<file path="src/rtl/dtt_pkg.sv">
package dtt_pkg;
  // control word as stored per timer
  typedef struct packed {
    logic       reload;   // 1 = auto-reload, 0 = single-shot
    logic [2:0] sel;      // source code
  } tmr_ctrl_t;

  localparam int CTRL_W     = 4;
  localparam int SEL_W      = 3;
  localparam int FIRST_CODE = 4;   // lowest code that maps to a strobe

  // offsets inside one timer slot (slot = 16 bytes)
  localparam logic [3:0] SLOT_LIMIT = 4'h0;
  localparam logic [3:0] SLOT_COUNT = 4'h4;
  localparam logic [3:0] SLOT_CTRL  = 4'h8;

  // shared interrupt registers
  localparam logic [6:0] A_MASK  = 7'h48;
  localparam logic [6:0] A_ACK   = 7'h4C;
  localparam logic [6:0] A_MSTAT = 7'h54;
  localparam logic [6:0] A_END   = 7'h5C;
endpackage

</file>
<file path="src/rtl/tick_sel.sv">
module tick_sel import dtt_pkg::*; #(
  parameter int N_SRC = 4
) (
  input  logic [SEL_W-1:0] sel,
  input  logic [N_SRC-1:0] src_en,
  output logic             tick
);
  // codes below FIRST_CODE select nothing: no tick at all
  always_comb begin
    tick = 1'b0;
    for (int i = 0; i < N_SRC; i++) begin
      if (sel == SEL_W'(FIRST_CODE + i)) tick = src_en[i];
    end
  end
endmodule

</file>
<file path="src/rtl/countdown_unit.sv">
module countdown_unit import dtt_pkg::*; #(
  parameter int CNT_W = 32
) (
  input  logic             clk,
  input  logic             rst_n,
  input  logic             limit_we,
  input  logic             ctrl_we,
  input  logic [CNT_W-1:0] wdata,
  input  tmr_ctrl_t        ctrl_in,
  input  logic             tick,
  output logic [CNT_W-1:0] limit_q,
  output tmr_ctrl_t        ctrl_q,
  output logic [CNT_W-1:0] count_q,
  output logic             expire
);
  logic running;
  logic at_end;

  assign at_end = (count_q <= CNT_W'(1));
  assign expire = running && tick && at_end && !ctrl_we;

  always_ff @(posedge clk or negedge rst_n) begin
    if (!rst_n) begin
      limit_q <= '0;
      ctrl_q  <= '0;
      count_q <= '0;
      running <= 1'b0;
    end else begin
      if (limit_we) limit_q <= wdata;
      if (ctrl_we) begin
        ctrl_q  <= ctrl_in;
        count_q <= limit_q;
        running <= 1'b1;
      end else if (running && tick) begin
        if (at_end) begin
          if (ctrl_q.reload) begin
            count_q <= limit_q;
          end else begin
            count_q <= '0;
            running <= 1'b0;
          end
        end else begin
          count_q <= count_q - CNT_W'(1);
        end
      end
    end
  end

  // control write loads the limit
  p_load_limit_r2: assert property (@(posedge clk) disable iff (!rst_n)
    ctrl_we |=> count_q == $past(limit_q));
  // no tick, no change
  p_hold_idle_r4: assert property (@(posedge clk) disable iff (!rst_n)
    (!ctrl_we && !tick) |=> $stable(count_q));
  // one step down per tick
  p_step_r4: assert property (@(posedge clk) disable iff (!rst_n)
    (!ctrl_we && tick && running && !at_end) |=> count_q == $past(count_q) - CNT_W'(1));
  // auto-reload on expiry
  p_reload_r5: assert property (@(posedge clk) disable iff (!rst_n)
    (expire && ctrl_q.reload) |=> count_q == $past(limit_q));
  // single-shot parks
  p_park_r6: assert property (@(posedge clk) disable iff (!rst_n)
    (expire && !ctrl_q.reload) |=> (count_q == '0 && !running));
endmodule

</file>
<file path="src/rtl/irq_ctrl.sv">
module irq_ctrl #(
  parameter int N_TMR = 2
) (
  input  logic             clk,
  input  logic             rst_n,
  input  logic [N_TMR-1:0] expire,
  input  logic             mask_we,
  input  logic             ack_we,
  input  logic [N_TMR-1:0] wbits,
  output logic [N_TMR-1:0] mask_q,
  output logic [N_TMR-1:0] raw_q,
  output logic [N_TMR-1:0] masked,
  output logic             irq
);
  logic [N_TMR-1:0] clr;

  assign clr    = ack_we ? wbits : '0;
  assign masked = raw_q & mask_q;
  assign irq    = |masked;

  always_ff @(posedge clk or negedge rst_n) begin
    if (!rst_n) begin
      mask_q <= '0;
      raw_q  <= '0;
    end else begin
      if (mask_we) mask_q <= wbits;
      raw_q <= (raw_q & ~clr) | expire;   // set beats clear
    end
  end

  // expiry always lands, acknowledge or not
  p_set_wins_r8: assert property (@(posedge clk) disable iff (!rst_n)
    (expire != '0) |=> ((raw_q & $past(expire)) == $past(expire)));
  // acknowledged bits drop unless re-set
  p_ack_clears_r8: assert property (@(posedge clk) disable iff (!rst_n)
    ack_we |=> ((raw_q & $past(wbits & ~expire)) == '0));
  // raw bits only move on expiry or acknowledge
  p_raw_hold_r7: assert property (@(posedge clk) disable iff (!rst_n)
    (!ack_we && expire == '0) |=> $stable(raw_q));
endmodule

</file>
<file path="src/rtl/dual_tick_timer.sv">
module dual_tick_timer import dtt_pkg::*; #(
  parameter int CNT_W  = 32,
  parameter int N_SRC  = 4,
  parameter int ADDR_W = 7
) (
  input  logic              clk,
  input  logic              rst_n,
  input  logic [N_SRC-1:0]  tick_en,
  input  logic              bus_valid,
  output logic              bus_ready,
  input  logic              bus_write,
  input  logic [ADDR_W-1:0] bus_addr,
  input  logic [31:0]       bus_wdata,
  output logic              rsp_valid,
  output logic [31:0]       rsp_rdata,
  output logic              irq
);
  localparam int N_TMR  = 2;
  localparam int SLOT_W = ADDR_W - 4;

  logic             legal, wr_ok, rd_ok;
  logic [N_TMR-1:0] expire, mask_q, raw_q, masked;
  logic [CNT_W-1:0] limit_a [N_TMR];
  logic [CNT_W-1:0] count_a [N_TMR];
  tmr_ctrl_t        ctrl_a  [N_TMR];
  logic [31:0]      rd_word;

  assign bus_ready = 1'b1;
  assign legal = (bus_addr[1:0] == 2'b00) && (bus_addr < A_END);
  assign wr_ok = bus_valid && bus_write && legal;
  assign rd_ok = bus_valid && !bus_write;

  for (genvar t = 0; t < N_TMR; t++) begin : g_tmr
    logic in_slot, tick;
    assign in_slot = (bus_addr[ADDR_W-1:4] == SLOT_W'(t));

    tick_sel #(.N_SRC(N_SRC)) u_sel (
      .sel    (ctrl_a[t].sel),
      .src_en (tick_en),
      .tick   (tick)
    );

    countdown_unit #(.CNT_W(CNT_W)) u_cnt (
      .clk      (clk),
      .rst_n    (rst_n),
      .limit_we (wr_ok && in_slot && bus_addr[3:0] == SLOT_LIMIT),
      .ctrl_we  (wr_ok && in_slot && bus_addr[3:0] == SLOT_CTRL),
      .wdata    (bus_wdata[CNT_W-1:0]),
      .ctrl_in  (tmr_ctrl_t'(bus_wdata[CTRL_W-1:0])),
      .tick     (tick),
      .limit_q  (limit_a[t]),
      .ctrl_q   (ctrl_a[t]),
      .count_q  (count_a[t]),
      .expire   (expire[t])
    );
  end

  irq_ctrl #(.N_TMR(N_TMR)) u_irq (
    .clk     (clk),
    .rst_n   (rst_n),
    .expire  (expire),
    .mask_we (wr_ok && bus_addr == A_MASK),
    .ack_we  (wr_ok && bus_addr == A_ACK),
    .wbits   (bus_wdata[N_TMR-1:0]),
    .mask_q  (mask_q),
    .raw_q   (raw_q),
    .masked  (masked),
    .irq     (irq)
  );

  always_comb begin
    rd_word = '0;
    if (legal) begin
      for (int t = 0; t < N_TMR; t++) begin
        if (bus_addr[ADDR_W-1:4] == SLOT_W'(t)) begin
          case (bus_addr[3:0])
            SLOT_LIMIT: rd_word = 32'(limit_a[t]);
            SLOT_COUNT: rd_word = 32'(count_a[t]);
            SLOT_CTRL:  rd_word = 32'(ctrl_a[t]);
            default:    rd_word = '0;
          endcase
        end
      end
      if (bus_addr == A_MASK)  rd_word = 32'(mask_q);
      if (bus_addr == A_MSTAT) rd_word = 32'(masked);
    end
  end

  always_ff @(posedge clk or negedge rst_n) begin
    if (!rst_n) begin
      rsp_valid <= 1'b0;
      rsp_rdata <= '0;
    end else begin
      rsp_valid <= rd_ok;
      rsp_rdata <= rd_ok ? rd_word : '0;
    end
  end

  // every accepted read is answered next cycle
  p_read_answered_r11: assert property (@(posedge clk) disable iff (!rst_n)
    rd_ok |=> rsp_valid);
  // no response without a read
  p_no_stray_rsp_r11: assert property (@(posedge clk) disable iff (!rst_n)
    !rd_ok |=> !rsp_valid);
  // output high implies an enabled raw bit
  p_irq_source_r9: assert property (@(posedge clk) disable iff (!rst_n)
    irq |-> ((raw_q & mask_q) != '0));
endmodule

</file>
<file path="config.mk">
export PLATFORM = sky130hd
export DESIGN_NAME = dual_tick_timer
export DESIGN_NICKNAME = d
export VERILOG_FILES = /design/src/rtl/dtt_pkg.sv /design/src/rtl/tick_sel.sv /design/src/rtl/countdown_unit.sv /design/src/rtl/irq_ctrl.sv /design/src/rtl/dual_tick_timer.sv
export SDC_FILE = /design/constraint.sdc
export NUM_CORES = 1
export LEC_CHECK = 0
export BUFFER_PORTS_ARGS = -buffer_cell sky130_fd_sc_hd__buf_2
export CAP_MARGIN = 20
export CELL_PAD_IN_SITES_DETAIL_PLACEMENT = 0
export CELL_PAD_IN_SITES_GLOBAL_PLACEMENT = 1
export CORE_MARGIN = 4
export CORE_UTILIZATION = 50
export CTS_CLUSTER_DIAMETER = 80
export DETAILED_ROUTE_END_ITERATION = 16
export PLACE_DENSITY_LB_ADDON = 0.12
export SETUP_SLACK_MARGIN = 0.05
export SLEW_MARGIN = 30
export SYNTH_ARGS = -nofsm -noshare
export SYNTH_HDL_FRONTEND = slang
export SYNTH_SLANG_ARGS = --single-unit
</file>
<file path="constraint.sdc">
create_clock -name clk -period 5.2 [get_ports clk]
set_input_delay 0.52 -clock clk [delete_from_list [all_inputs] [get_ports clk]]
set_output_delay 0.52 -clock clk [all_outputs]
set_load 0.01 [all_outputs]
</file>
==> flow_metrics.tcl <==
set metrics [dict create \
    ioPinCount 82 \
    hold_buffers 0 \
    synth_compound_area_share_pct 19.1 \
    nets 998 \
    rows 48 \
    area_growth_pct 12.9 \
    min_path_type "in2async" \
    drc 0 \
    crit_type "reg2reg" \
    synthXorXnorAreaFrac_pct 0.483 \
    p_per_area_nw_per_um2 296 \
    layout_common_cells "dfrtp_1 (175), nand2_1 (105), buf_2 (79), mux2_2 (66), a22oi_1 (61)" \
    final_max_slew_viol_count 0 \
    diodes 0 \
    setup_viol 0 \
    postSynthAreaPerCell_um2 10.2 \
    tns_ns 0 \
    rsz0062_at_grt "no" \
    insertion_delay_ns 0.44 \
    synth_top_family_by_area "simple AND/OR/NAND/NOR gates" \
    post_cts_buffers 0 \
    tightest_slew_ns 0.948 \
    synth-edff-count 0 \
    num_vias 7962 \
    outcome "complete, no violations" \
    ys_seq_area_share_pct 48.3 \
    dpl.hpwl_mm 20.7 \
    port_buffers 80 \
    die_height_um 143 \
    grt_pass1_vias 7602 \
    yosys_register_bits 175 \
    grt_pass1_wl_mm 45.9 \
    cts_tree "built" \
    end_kind "flip-flop" \
    period_share_pct 61.9 \
    cts.sinks 175 \
    via_per_inst 6.72 \
    initial_utilization_pct 51.7 \
    initialDrtViolationCount 778 \
    antenna_found_initial 0 \
    skew_ns 0.0202 \
    netlist_instances 893 \
    wl_mm 29.1 \
    cts-root-buf "clkbuf_16" \
    synth_cell_types 64 \
    clk_pin_slew_worst_paths_ns 0.07 \
    stdcell_count 1184 \
    leakage_nw 4.51 \
    ctsResizeCount 0 \
    dieArea_um2 20400 \
    detail_route.first_pass.iterations 6 \
    grt_max_degree 104 \
    globalplace.congestion 0.947 \
    yosys.area_share.adder_pct 0.552 \
    synth_warnings 0 \
    fmax_ghz 0.311 \
    ir_drop_mv 0.244 \
    clockBufferDepth 2 \
    muxShareOfSynthArea_pct 9.46 \
    synth_fp_nets 944 \
    drv_cap 0 \
    cts_made_buffers 17 \
    die_x_um 143 \
    critPathMaxFanout 31 \
    final_common_cell "dfrtp_1" \
    arrival_ns 3.52 \
    grt-ovfl-total 0 \
    place_inst 1153 \
    final.min_clock_period_ns 3.22 \
    synth_ff_type "dfrtp_1" \
    drtAntennaViolNets 0 \
    core_um2 17500 \
    wl_per_cell_um 24.6 \
    critPathLaunchType "flip-flop" \
    slew_headroom_pct 36.3 \
    hold_violations 0 \
    required_ns 5.51 \
    track_usage_pct 29.4 \
    synthSimpleGateAreaFrac_pct 19.1 \
    synthesis.area_um2 9070 \
    ys_async_sr_fraction_pct 100 \
    drive_above_1_share_pct 21.6 \
    htree_levels 4 \
]
[path summary, 6_finish.rpt]
check                           slack [ns]  cells after the start                       start                          to
min in group clk                      0.28                      2                   bus_write                   rsp_valid
worst max-delay path                  1.98                      6  g_tmr[0].u_cnt.count_q[18]  g_tmr[0].u_cnt.count_q[31]
worst max register to register        1.98                      6  g_tmr[0].u_cnt.count_q[18]  g_tmr[0].u_cnt.count_q[31]
max in group asynchronous             3.85                      2                       rst_n   g_tmr[1].u_cnt.limit_q[7]
worst min-delay path                  0.16                      1                       rst_n             u_irq.mask_q[1]
worst min register to register        0.50                      2      g_tmr[1].u_cnt.running      g_tmr[1].u_cnt.running
[cells in the mapped netlist, types with 4 or more instances]
cell type / count / area, µm²
and2_1: 4 / 25.0
nor2_1: 46 / 173
or3_1: 10 / 62.6
a21oi_1: 16 / 80.1
dfrtp_1: 175 / 4380
a221oi_1: 6 / 52.6
nand2_1: 105 / 394
o311ai_0: 20 / 175
a31oi_1: 5 / 31.3
nor4_2: 4 / 50.1
xor2_1: 4 / 35.0
o22ai_1: 25 / 156
inv_1: 8 / 30.0
buf_1: 5 / 18.8
o21ai_0: 33 / 165
nor4_1: 11 / 68.8
nor3_1: 22 / 110
a22oi_1: 61 / 458
buf_2: 16 / 80.1
ha_1: 4 / 50.1
a221o_1: 15 / 150
clkbuf_1: 34 / 128
a22o_1: 4 / 35.0
mux2i_1: 7 / 70.1
o41ai_1: 5 / 43.8
o211ai_1: 11 / 82.6
o31ai_1: 7 / 52.6
nand4_1: 10 / 62.6
nand2b_1: 4 / 25.0
nand3b_1: 4 / 30.0
a32oi_1: 10 / 87.6
or4_1: 14 / 105
mux2_2: 66 / 743
nor2b_1: 28 / 175
and3_1: 10 / 62.6
nand3_1: 41 / 205
[power breakdown]
group          total (mW)  switching, mW  internal (mW)
Combinational       0.300          0.216         0.0834
Sequential           1.41         0.0276           1.38
Clock                1.33          0.556          0.771
Total                3.03          0.800           2.24
[kinds of logic after synthesis]
group,count (synthesis)
buf+inv,65
flops,175
other cells,1
xor+xnor,5
fa+ha+maj,4
mux,75
compound gates,235
simple gates,333
[state kept, by name, indices dropped and copies added, names as in the netlist]
signal,flops
u_irq.raw_q,2
g_tmr.u_cnt.ctrl_q,8
g_tmr.u_cnt.count_q,64
rsp_valid,1
g_tmr.u_cnt.running,2
u_irq.mask_q,2
rsp_rdata,32
g_tmr.u_cnt.limit_q,64
[final cells by class]
type,count,area [µm²]
fillers,1515,7300
clock inverters,12,159
inverters,8,30.0
flip-flops and latches,175,4380
multi-input cells,653,4440
clock buffers,19,443
well taps,225,282
repair buffers,92,499
[layer usage]
metal	vias up	wire length, µm	track usage (%)
li1	3534	-	-
met1	4045	13600	45.4
met2	351	12800	42.0
met3	32	2260	6.60
met4	0	479	7.45
met5	-	0	0
[per-stage QoR]
stage | utilization (%) | setup slack, ns | area, µm² | power (mW) | hold slack [ns]
after floorplan | - | 2.81 | 9070 | 1.60 | 0.224
after global placement | 54.9 | 1.87 | 9630 | 1.73 | 0.483
after detailed placement | 54.9 | 1.98 | 9630 | 1.73 | 0.479
after CTS | 58.3 | 2.03 | 10200 | 3.05 | 0.240
after global routing | 58.4 | 1.79 | 10200 | 3.14 | 0.210
final | 58.4 | 1.98 | 10200 | 3.03 | 0.158
[critical path: stages (launching register included)]
cell	delay, ns
dfrtp_1	0.44
nor4_1	0.73
and3_1	0.33
and3_1	0.56
a31o_2	0.72
nand2_1	0.16
o311ai_0	0.13
Note: power is estimated with default switching activity, not from simulation.
